--- src/rtl/hf_adc_pkg.sv ---
package hf_adc_pkg;
  typedef enum logic [1:0] {
    ST_IDLE,
    ST_TRACK,
    ST_FINE,
    ST_RECOV
  } conv_state_e;
endpackage

--- src/rtl/hf_therm_enc.sv ---
module hf_therm_enc #(
  parameter int NIB_W = 4,
  localparam int COMP_N = (1 << NIB_W) - 1
) (
  input  logic [COMP_N-1:0] therm_i,
  output logic [NIB_W-1:0]  nib_o,
  output logic              err_o
);
  logic [NIB_W-1:0]  ones;
  logic [COMP_N-1:0] ideal;

  always_comb begin
    ones = '0;
    for (int i = 0; i < COMP_N; i++) ones = ones + NIB_W'(therm_i[i]);
    for (int i = 0; i < COMP_N; i++) ideal[i] = (ones > NIB_W'(i));
  end

  assign nib_o = ones;
  assign err_o = (therm_i != ideal);
endmodule

--- src/rtl/hf_conv_fsm.sv ---
module hf_conv_fsm
  import hf_adc_pkg::*;
#(
  parameter int TRACK_CYC = 100,
  parameter int FINE_CYC  = 60,
  parameter int RECOV_CYC = 50
) (
  input  logic clk_i,
  input  logic rst_ni,
  input  logic start_i,
  output logic busy_o,
  output logic conv_o,
  output logic coarse_lat_o,
  output logic fine_lat_o
);
  localparam int MAX_A   = (TRACK_CYC > FINE_CYC) ? TRACK_CYC : FINE_CYC;
  localparam int MAX_CYC = (MAX_A > RECOV_CYC) ? MAX_A : RECOV_CYC;
  localparam int CNT_W   = $clog2(MAX_CYC + 1);

  conv_state_e      state_q;
  logic [CNT_W-1:0] cnt_q;
  logic             recov_done;

  assign coarse_lat_o = (state_q == ST_TRACK) && (cnt_q == CNT_W'(TRACK_CYC - 1));
  assign fine_lat_o   = (state_q == ST_FINE)  && (cnt_q == CNT_W'(FINE_CYC - 1));
  assign recov_done   = (state_q == ST_RECOV) && (cnt_q == CNT_W'(RECOV_CYC - 1));
  assign busy_o       = (state_q != ST_IDLE);
  assign conv_o       = (state_q == ST_TRACK) || (state_q == ST_FINE);

  always_ff @(posedge clk_i or negedge rst_ni) begin
    if (!rst_ni) begin
      state_q <= ST_IDLE;
      cnt_q   <= '0;
    end else begin
      unique case (state_q)
        ST_IDLE: if (start_i) begin
          state_q <= ST_TRACK;
          cnt_q   <= '0;
        end
        ST_TRACK: if (coarse_lat_o) begin
          state_q <= ST_FINE;
          cnt_q   <= '0;
        end else cnt_q <= cnt_q + 1'b1;
        ST_FINE: if (fine_lat_o) begin
          state_q <= ST_RECOV;
          cnt_q   <= '0;
        end else cnt_q <= cnt_q + 1'b1;
        default: if (recov_done) begin
          state_q <= ST_IDLE;
          cnt_q   <= '0;
        end else cnt_q <= cnt_q + 1'b1;
      endcase
    end
  end

  p_start_track_r1: assert property (@(posedge clk_i) disable iff (!rst_ni)
    (start_i && state_q == ST_IDLE) |=> (state_q == ST_TRACK && cnt_q == '0));
endmodule

--- src/rtl/hf_adc_seq.sv ---
module hf_adc_seq #(
  parameter int NIB_W     = 4,
  parameter int CH_W      = 3,
  parameter int TRACK_CYC = 100,
  parameter int FINE_CYC  = 60,
  parameter int RECOV_CYC = 50,
  parameter int PIPE_WIN  = 8,
  localparam int COMP_N   = (1 << NIB_W) - 1,
  localparam int DATA_W   = 2 * NIB_W
) (
  input  logic              clk_i,
  input  logic              rst_ni,
  input  logic              cs_ni,
  input  logic              rd_ni,
  input  logic [CH_W-1:0]   addr_i,
  input  logic [COMP_N-1:0] coarse_therm_i,
  input  logic [COMP_N-1:0] fine_therm_i,
  output logic [CH_W-1:0]   mux_sel_o,
  output logic [DATA_W-1:0] data_o,
  output logic              data_oe_o,
  output logic              int_no,
  output logic              rdy_low_o,
  output logic              overrun_o,
  output logic              coarse_err_o,
  output logic              fine_err_o
);
  localparam int RC_W = $clog2(PIPE_WIN + 1);

  logic cs_q, rd_q, strobe, strobe_q, start_evt, accept;
  logic cs_rise, cs_fall, rd_rise;
  logic busy, conv, coarse_lat, fine_lat;
  logic [1:0][COMP_N-1:0] therm_s;
  logic [1:0][NIB_W-1:0]  nib_s;
  logic [1:0]             err_s;
  logic [DATA_W-1:0]      res_q;
  logic [RC_W-1:0]        rd_cnt_q;
  logic                   eoc_q;

  assign strobe    = !cs_ni && !rd_ni;
  assign strobe_q  = !cs_q && !rd_q;
  assign start_evt = strobe && !strobe_q;
  assign accept    = start_evt && !busy;
  assign cs_rise   = cs_ni && !cs_q;
  assign cs_fall   = !cs_ni && cs_q;
  assign rd_rise   = rd_ni && !rd_q;

  hf_conv_fsm #(
    .TRACK_CYC(TRACK_CYC), .FINE_CYC(FINE_CYC), .RECOV_CYC(RECOV_CYC)
  ) u_fsm (
    .clk_i, .rst_ni, .start_i(start_evt), .busy_o(busy), .conv_o(conv),
    .coarse_lat_o(coarse_lat), .fine_lat_o(fine_lat)
  );

  assign therm_s[0] = coarse_therm_i;
  assign therm_s[1] = fine_therm_i;

  for (genvar g = 0; g < 2; g++) begin : g_stage
    hf_therm_enc #(.NIB_W(NIB_W)) u_enc (
      .therm_i(therm_s[g]), .nib_o(nib_s[g]), .err_o(err_s[g])
    );
  end

  always_ff @(posedge clk_i or negedge rst_ni) begin
    if (!rst_ni) begin
      cs_q         <= 1'b1;
      rd_q         <= 1'b1;
      mux_sel_o    <= '0;
      res_q        <= '0;
      coarse_err_o <= 1'b0;
      fine_err_o   <= 1'b0;
      overrun_o    <= 1'b0;
      eoc_q        <= 1'b0;
      rdy_low_o    <= 1'b0;
      rd_cnt_q     <= '0;
    end else begin
      cs_q <= cs_ni;
      rd_q <= rd_ni;
      if (accept) begin
        mux_sel_o    <= addr_i;
        coarse_err_o <= 1'b0;
        fine_err_o   <= 1'b0;
      end
      if (start_evt && busy) overrun_o <= 1'b1;
      if (coarse_lat) begin
        res_q[DATA_W-1:NIB_W] <= nib_s[0];
        coarse_err_o          <= err_s[0];
      end
      if (fine_lat) begin
        res_q[NIB_W-1:0] <= nib_s[1];
        fine_err_o       <= err_s[1];
      end
      if (fine_lat) eoc_q <= 1'b1;
      else if (cs_rise || rd_rise) eoc_q <= 1'b0;
      if (cs_fall) rdy_low_o <= 1'b1;
      else if (cs_rise || fine_lat) rdy_low_o <= 1'b0;
      if (!strobe) rd_cnt_q <= '0;
      else if (rd_cnt_q != RC_W'(PIPE_WIN)) rd_cnt_q <= rd_cnt_q + 1'b1;
    end
  end

  // a long strobe during conversion is a wait-state read: hide the bus
  assign data_oe_o = strobe && !(conv && rd_cnt_q == RC_W'(PIPE_WIN));
  assign data_o    = res_q;
  assign int_no    = !eoc_q;

  p_int_set_r5: assert property (@(posedge clk_i) disable iff (!rst_ni)
    fine_lat |=> !int_no);
  p_int_clear_r5: assert property (@(posedge clk_i) disable iff (!rst_ni)
    ((cs_ni && !cs_q) && !fine_lat) |=> int_no);
  p_rdy_release_r6: assert property (@(posedge clk_i) disable iff (!rst_ni)
    (fine_lat && !(!cs_ni && cs_q)) |=> !rdy_low_o);
  p_overrun_sticky_r9: assert property (@(posedge clk_i) disable iff (!rst_ni)
    overrun_o |=> overrun_o);
  p_mux_hold_r9: assert property (@(posedge clk_i) disable iff (!rst_ni)
    (start_evt && busy) |=> $stable(mux_sel_o));
endmodule

--- config.mk ---
export PLATFORM = sky130hd
export DESIGN_NAME = hf_adc_seq
export DESIGN_NICKNAME = d
export VERILOG_FILES = /design/src/rtl/hf_adc_pkg.sv /design/src/rtl/hf_therm_enc.sv /design/src/rtl/hf_conv_fsm.sv /design/src/rtl/hf_adc_seq.sv
export SDC_FILE = /design/constraint.sdc
export NUM_CORES = 1
export LEC_CHECK = 0
export BUFFER_PORTS_ARGS = -buffer_cell sky130_fd_sc_hd__buf_2
export CAP_MARGIN = 15
export CORE_MARGIN = 2
export CORE_UTILIZATION = 43
export DETAILED_ROUTE_END_ITERATION = 8
export PLACE_DENSITY_LB_ADDON = 0.08
export SYNTH_ARGS = -nofsm -noshare
export SYNTH_HDL_FRONTEND = slang
export SYNTH_SLANG_ARGS = --single-unit
--- constraint.sdc ---
create_clock -name clk_i -period 2.68 [get_ports clk_i]
set_input_delay 0.536 -clock clk_i [delete_from_list [all_inputs] [get_ports clk_i]]
set_output_delay 0.536 -clock clk_i [all_outputs]
set_load 0.02 [all_outputs]
# Word-level counts from Yosys, hierarchy flattened
# Index checks and enable logic that the tools add are counted.
# word_totals
ram_bits	0
memories	0
elab_cells	138
register_bits	31
latchBits	0
mem_bits_ro	0
output_inout_bits	17
in_bits	37
# classes
n_addsub	30
reduce_logical	32
div	0
magnitude_cmp	30
muxes	19
multipliers	0
eq_ne	14
shift	0
bitwise	0
# op_table
cell	n
adder 4 x 1 -> 4 bit	26
> comparator 4 bit (second input constant)	14
> comparator 4 x 3 -> 1 bit (second input constant)	8
inequality test 15 bit	2
2-to-1 mux 7 bit	4
one-hot mux 7 bit (3 select lines)	1
> comparator 4 x 1 -> 1 bit (second input constant)	4
> comparator 4 x 2 -> 1 bit (second input constant)	4
equality test 7 x 6 -> 1 bit (second input constant)	2
logical AND 1 bit	13
nonzero test 2 bit	5
zero test 1 bit	8
2-to-1 mux 2 bit	4
2-to-1 mux 4 bit	2
adder 7 x 1 -> 7 bit (second input constant)	1
equality test 7 bit (second input constant)	1
2-to-1 mux 1 bit	7
inequality test 2 bit (second input constant)	3
one-hot mux 2 bit (3 select lines)	1
adder 1 x 1 -> 2 bit	2
adder 4 x 1 -> 4 bit (second input constant)	1
equality test 2 bit (second input constant)	2
equality test 4 bit (second input constant)	1
inequality test 4 bit (second input constant)	1
other kinds (6)	8

# Longest topological paths before layout
# logic_depth
ltp_word	17
depth_mapped	18

# By module
# From an unflattened synthesis, not the netlist that was laid out.
# unflattened
cells_unflattened	327
area_unflattened_um2	3031.7
# modules_own_cells
mod	instances	cells_each	area_each_um2
hf_adc_seq	1	71	927.1
hf_conv_fsm	1	73	720.7
hf_therm_enc at g_stage[0].u_enc	1	96	704.4
hf_therm_enc at g_stage[1].u_enc	1	87	679.4

# Worst setup path after synthesis
# No wires, ideal clock.
# synth_path
kind	input -> register
start	in coarse_therm_i[0]
end	reg coarse_err_o
arrival_ps	4818
slack_ps	-2272
path_stages	15
setup_ps	133
cell_sequence	ha_1 -> inv_1 -> fa_1 -> fa_1 -> fa_1 -> fa_1 -> inv_1 -> ha_1 -> fa_1 -> xor2_4 -> and2_4 -> a2111oi_1 -> o2111ai_1 -> a2111oi_2 -> a31oi_1
# synth_between
elab_chain_len	17
word_cells_on_any_way	31
cone_classes	add/sub: 14; order compare: 15; eq/ne: 1; mux: 1
# synth_lines
element	line	source
start, declared	hf_adc_seq.sv:16	input logic [COMP_N-1:0] coarse_therm_i,
adder 1 x 1 -> 2 bit	hf_therm_enc.sv:14	for (int i = 0; i < COMP_N; i++) ones = ones + NIB_W'(therm_i[i]);
adder 4 x 1 -> 4 bit (13 in a row)	hf_therm_enc.sv:14	
> comparator 4 x 1 -> 1 bit (tied with other cells)	hf_therm_enc.sv:15	for (int i = 0; i < COMP_N; i++) ideal[i] = (ones > NIB_W'(i));
inequality test 15 bit (*)	hf_therm_enc.sv:19	assign err_o = (therm_i != ideal);
2-to-1 mux 1 bit (*)	hf_adc_seq.sv:84	if (coarse_lat) begin
end signal, assigned	hf_adc_seq.sv:86	coarse_err_o <= err_s[0];
end, declared	hf_adc_seq.sv:24	output logic coarse_err_o,
# Every way passes the cells marked *; elsewhere a longest branch is shown, timed or not.
# A chain may end at the register's enable or synchronous reset.

# Worst setup path in the final report
# layout_path
start	in coarse_therm_i[1]
end	reg coarse_err_o
# layout_between
elab_chain_len	17
word_cells_on_any_way	31
cone_classes	add/sub: 14; order compare: 15; eq/ne: 1; mux: 1
# layout_lines
element	line	source
adder 1 x 1 -> 2 bit (*)	hf_therm_enc.sv:14	
adder 4 x 1 -> 4 bit (*) (13 in a row)	hf_therm_enc.sv:14	
net g_stage[0].u_enc.nib_o[1]	hf_therm_enc.sv:6	output logic [NIB_W-1:0] nib_o,
> comparator 4 x 1 -> 1 bit (tied with other cells)	hf_therm_enc.sv:15	
inequality test 15 bit (*)	hf_therm_enc.sv:19	
2-to-1 mux 1 bit (*)	hf_adc_seq.sv:84	
# The timed path passes the listed nets; every way through them passes the cells marked *.

==> impl_metrics.csv <==
group,metric,value,unit
outcome,outcome,"complete, but fails checks",
outcome,violations,"setup timing",
floorplan,initial_core_util,0.446,
setup_path,critical_path_arrival,4780,ps
yosys,synth.avg_cell_area,8.84,sq um
run,cap_violations,0,
yosys,synth_cell_types,70,
route,drt_iter0_markers,118,
timing,finalSetupViolCount,10,
setup_path,worst_setup_path_start_kind,"primary input",
yosys,syn_area,3030,sq um
global_routing,grt_max_degree,32,
route,drt_wl_total,8560,um
route,drc,0,
clocking,clock_path_buffers,2,
route,ant_nets,0,
placed_design,place_hpwl,6530,um
timing,clock.fmax,216,MHz
route,wl_per_cell,14.7,um
setup_path,crit_type,"in -> reg",
timing,finalWorstSetupSlack,-1950,ps
global_routing,antenna_found_initial,0,
global_routing,grt_pass1_vias,2899,
floorplan,die_y,88.0,um
yosys,synth_flop_cell,"dfrtp_1",
yosys,synth_area_leader_cell,"dfrtp_1",
yosys,synth_compound_area_frac,0.208,
route,drtPass1Iterations,5,
clocking,insertion_delay,280,ps
final_layout,nets,563,
route,vias_per_cell,5.21,
yosys,synth_top_area_share,0.239,
yosys,synth_warnings,0,
timing,hold_ws,306,ps
clocking,cts_sinks,31,
clocking,cts_tree,"yes",
final_layout,antenna_cells,0,
timing,worst_slew_pin_slew,713,ps
floorplan,fp-row-count,30,
setup_path,crit_fanout,6,
floorplan,coreArea,6790,sq um
yosys,syn-num-nets,418,
timing,relSlewSlack,0.525,
final_layout,final_cells,584,
timing,period_minus_slack,4630,ps
setup_path,required,2830,ps
clocking,numCtsBuffers,5,
placed_design,dp.cells,562,
setup_path,crit_path_start,"coarse_therm_i[1]",
yosys,synth_most_common_cell,"inv_1",
placed_design,gp_congestion,0.851,
global_routing,grt_usage,0.221,
clocking,h-tree-depth,2,
yosys,syn_inst,343,
setup_path,r2r_setup_slack,600,ps
power_and_ir_drop,leakage,0.00216,uW
timing,grt_setup_unrepaired,"yes",
timing,finalCritPeriodShare,1.73,
yosys,synthXorXnorAreaFrac,0.0433,
timing,hold_viol,0,
yosys,ys_seq_elements,31,
power_and_ir_drop,ir_worst_vdd,0.735,mV
yosys,synth_commonest_cells,"56 x inv_1, 29 x dfrtp_1, 27 x nand2_1",
timing,slew_viol_final,0,
yosys,async_reset_ff_frac,1.00,
clocking,path_clk_slew,70,ps
yosys,synth_edf_count,0,
worst_hold_path,hp-class,"in -> async",
yosys,synthMuxAreaShare,0.0479,
global_routing,grt-ovfl-total,0,
yosys,yosys.area_share.simple,0.159,
power_and_ir_drop,power.density,1170,nW/um^2
yosys,synthAdderAreaFrac,0.201,
setup_path,crit_end,"coarse_err_o",
global_routing,grt_first_pass_wirelength,13300,um
floorplan,die-area,7740,sq um
timing,finClkSkew,4.30,ps
floorplan,die_w,88.0,um
yosys,synth_area_leaders,"dfrtp_1 24%, fa_1 12%, ha_1 8.3%, inv_1 6.9%, nand2_1 3.3%",
yosys,seq_area_frac_synth,0.257,
setup_path,timing.rr.end,"fine_err_o",
setup_path,reg2reg_depth,7,
yosys,synth_top_family_by_area,"compound AO/OA/AOI/OAI gates",
clocking,cts_root_buf,"clkbuf_8",
placed_design,io_buffers,53,
floorplan,pin_count,54,
final_layout,synthToLayoutAreaGrowth,49.4,%
setup_path,worstSetupEndpointType,"register",
setup_path,reg2reg_from,"u_fsm.cnt_q[0]",
final_layout,drive_gt1_frac,0.441,
timing,tns,-12880,ps
route,via_count,3044,
clocking,holdBufCountCts,0,
==> per-layer routing <==
layer | up-vias | share of wire | GRT usage
met5 | - | 0 | 0
met4 | 0 | 0.023 | 0.0517
met3 | 14 | 0.039 | 0.0368
met2 | 74 | 0.51 | 0.392
met1 | 1462 | 0.43 | 0.282
li1 | 1494 | - | -
==> repair_timing <==
item,CTS,global route
buffers inserted,7,10
setup endpoints to repair,10,10
pin swaps,6,5
gates cloned,0,0
gates resized for setup,29,23
==> how the worst min path moves through the flow <==
stage,startpoint,to,slack (ps),cells past startpoint
6_report,rst_ni,data_o[7],310,1
5_1_grt,rst_ni,u_fsm.cnt_q[2],360,1
4_1_cts,rst_ni,data_o[6],330,1
3_5_place_dp,overrun_o,overrun_o,470,1
3_3_place_gp,overrun_o,overrun_o,460,1
2_1_floorplan,rst_ni,coarse_err_o,240,0
==> cells by family after synthesis <==
group / after synthesis
AO/OA/AOI/OAI: 90
XOR/XNOR: 12
adder cells (fa/ha/maj): 38
buffers and inverters: 63
flip-flops: 31
multiplexers: 13
AND/OR/NAND/NOR: 96
==> state kept, by name (all words and copies together), names as in the netlist <==
signal and count:
coarse_err_o 1, mux_sel_o 3, overrun_o 1, eoc_q 1
u_fsm.cnt_q 7, fine_err_o 1, rd_cnt_q 4, data_o 8
rd_q 1, u_fsm.state_q 2, cs_q 1, rdy_low_o 1
==> layout by cell type (no fill, tap or decap), types with 4 or more instances in the layout <==
master,n
nand4_1,5
inv_2,6
dfrtp_1,29
buf_4,72
nor2_1,19
nand2_1,27
ha_4,6
xnor2_1,6
o21ai_2,5
a21oi_1,16
nor3_1,4
nand3_1,10
fa_1,14
mux2i_1,4
buf_2,49
mux2_2,7
buf_6,20
clkbuf_8,6
inv_1,47
ha_1,13
o21ai_0,15
fa_2,4
==> area by class of cell <==
cell class | instances | area (sq um)
Inverter | 56 | 223
Timing Repair Buffer | 145 | 1080
Fill cell | 563 | 2260
Sequential cell | 31 | 778
Tap cell | 96 | 120
Clock inverter | 1 | 5.00
Multi-Input combinational cell | 249 | 2240
Clock buffer | 6 | 82.6
==> metrics by stage <==
step                 util  total power (uW)  setup slack [ps]  area [sq um]
global placement    0.606              3890             -2270          4120
floorplan               -              2660             -2030          3190
finish              0.667              5290             -1950          4530
CTS                 0.644              4780             -1930          4380
detailed placement  0.606              3930             -2290          4120
global route        0.667              5610             -2110          4530
==> power breakdown <==
group | internal, uW | switching (uW)
clock | 201 | 171
combinational | 2390 | 2010
sequential | 497 | 18.4
==> worst max-delay path: stages <==
cell and delay (ps):
buf_8 100, ha_4 250, inv_2 30, fa_1 450, fa_1 510, fa_1 430
fa_1 520, inv_2 50, ha_4 160, fa_2 550, buf_6 130, inv_4 40
and3_2 210, o31ai_2 240, o2111ai_1 170, a2111oi_2 260, a31oi_1 120
(Power assumes the default switching activity.)
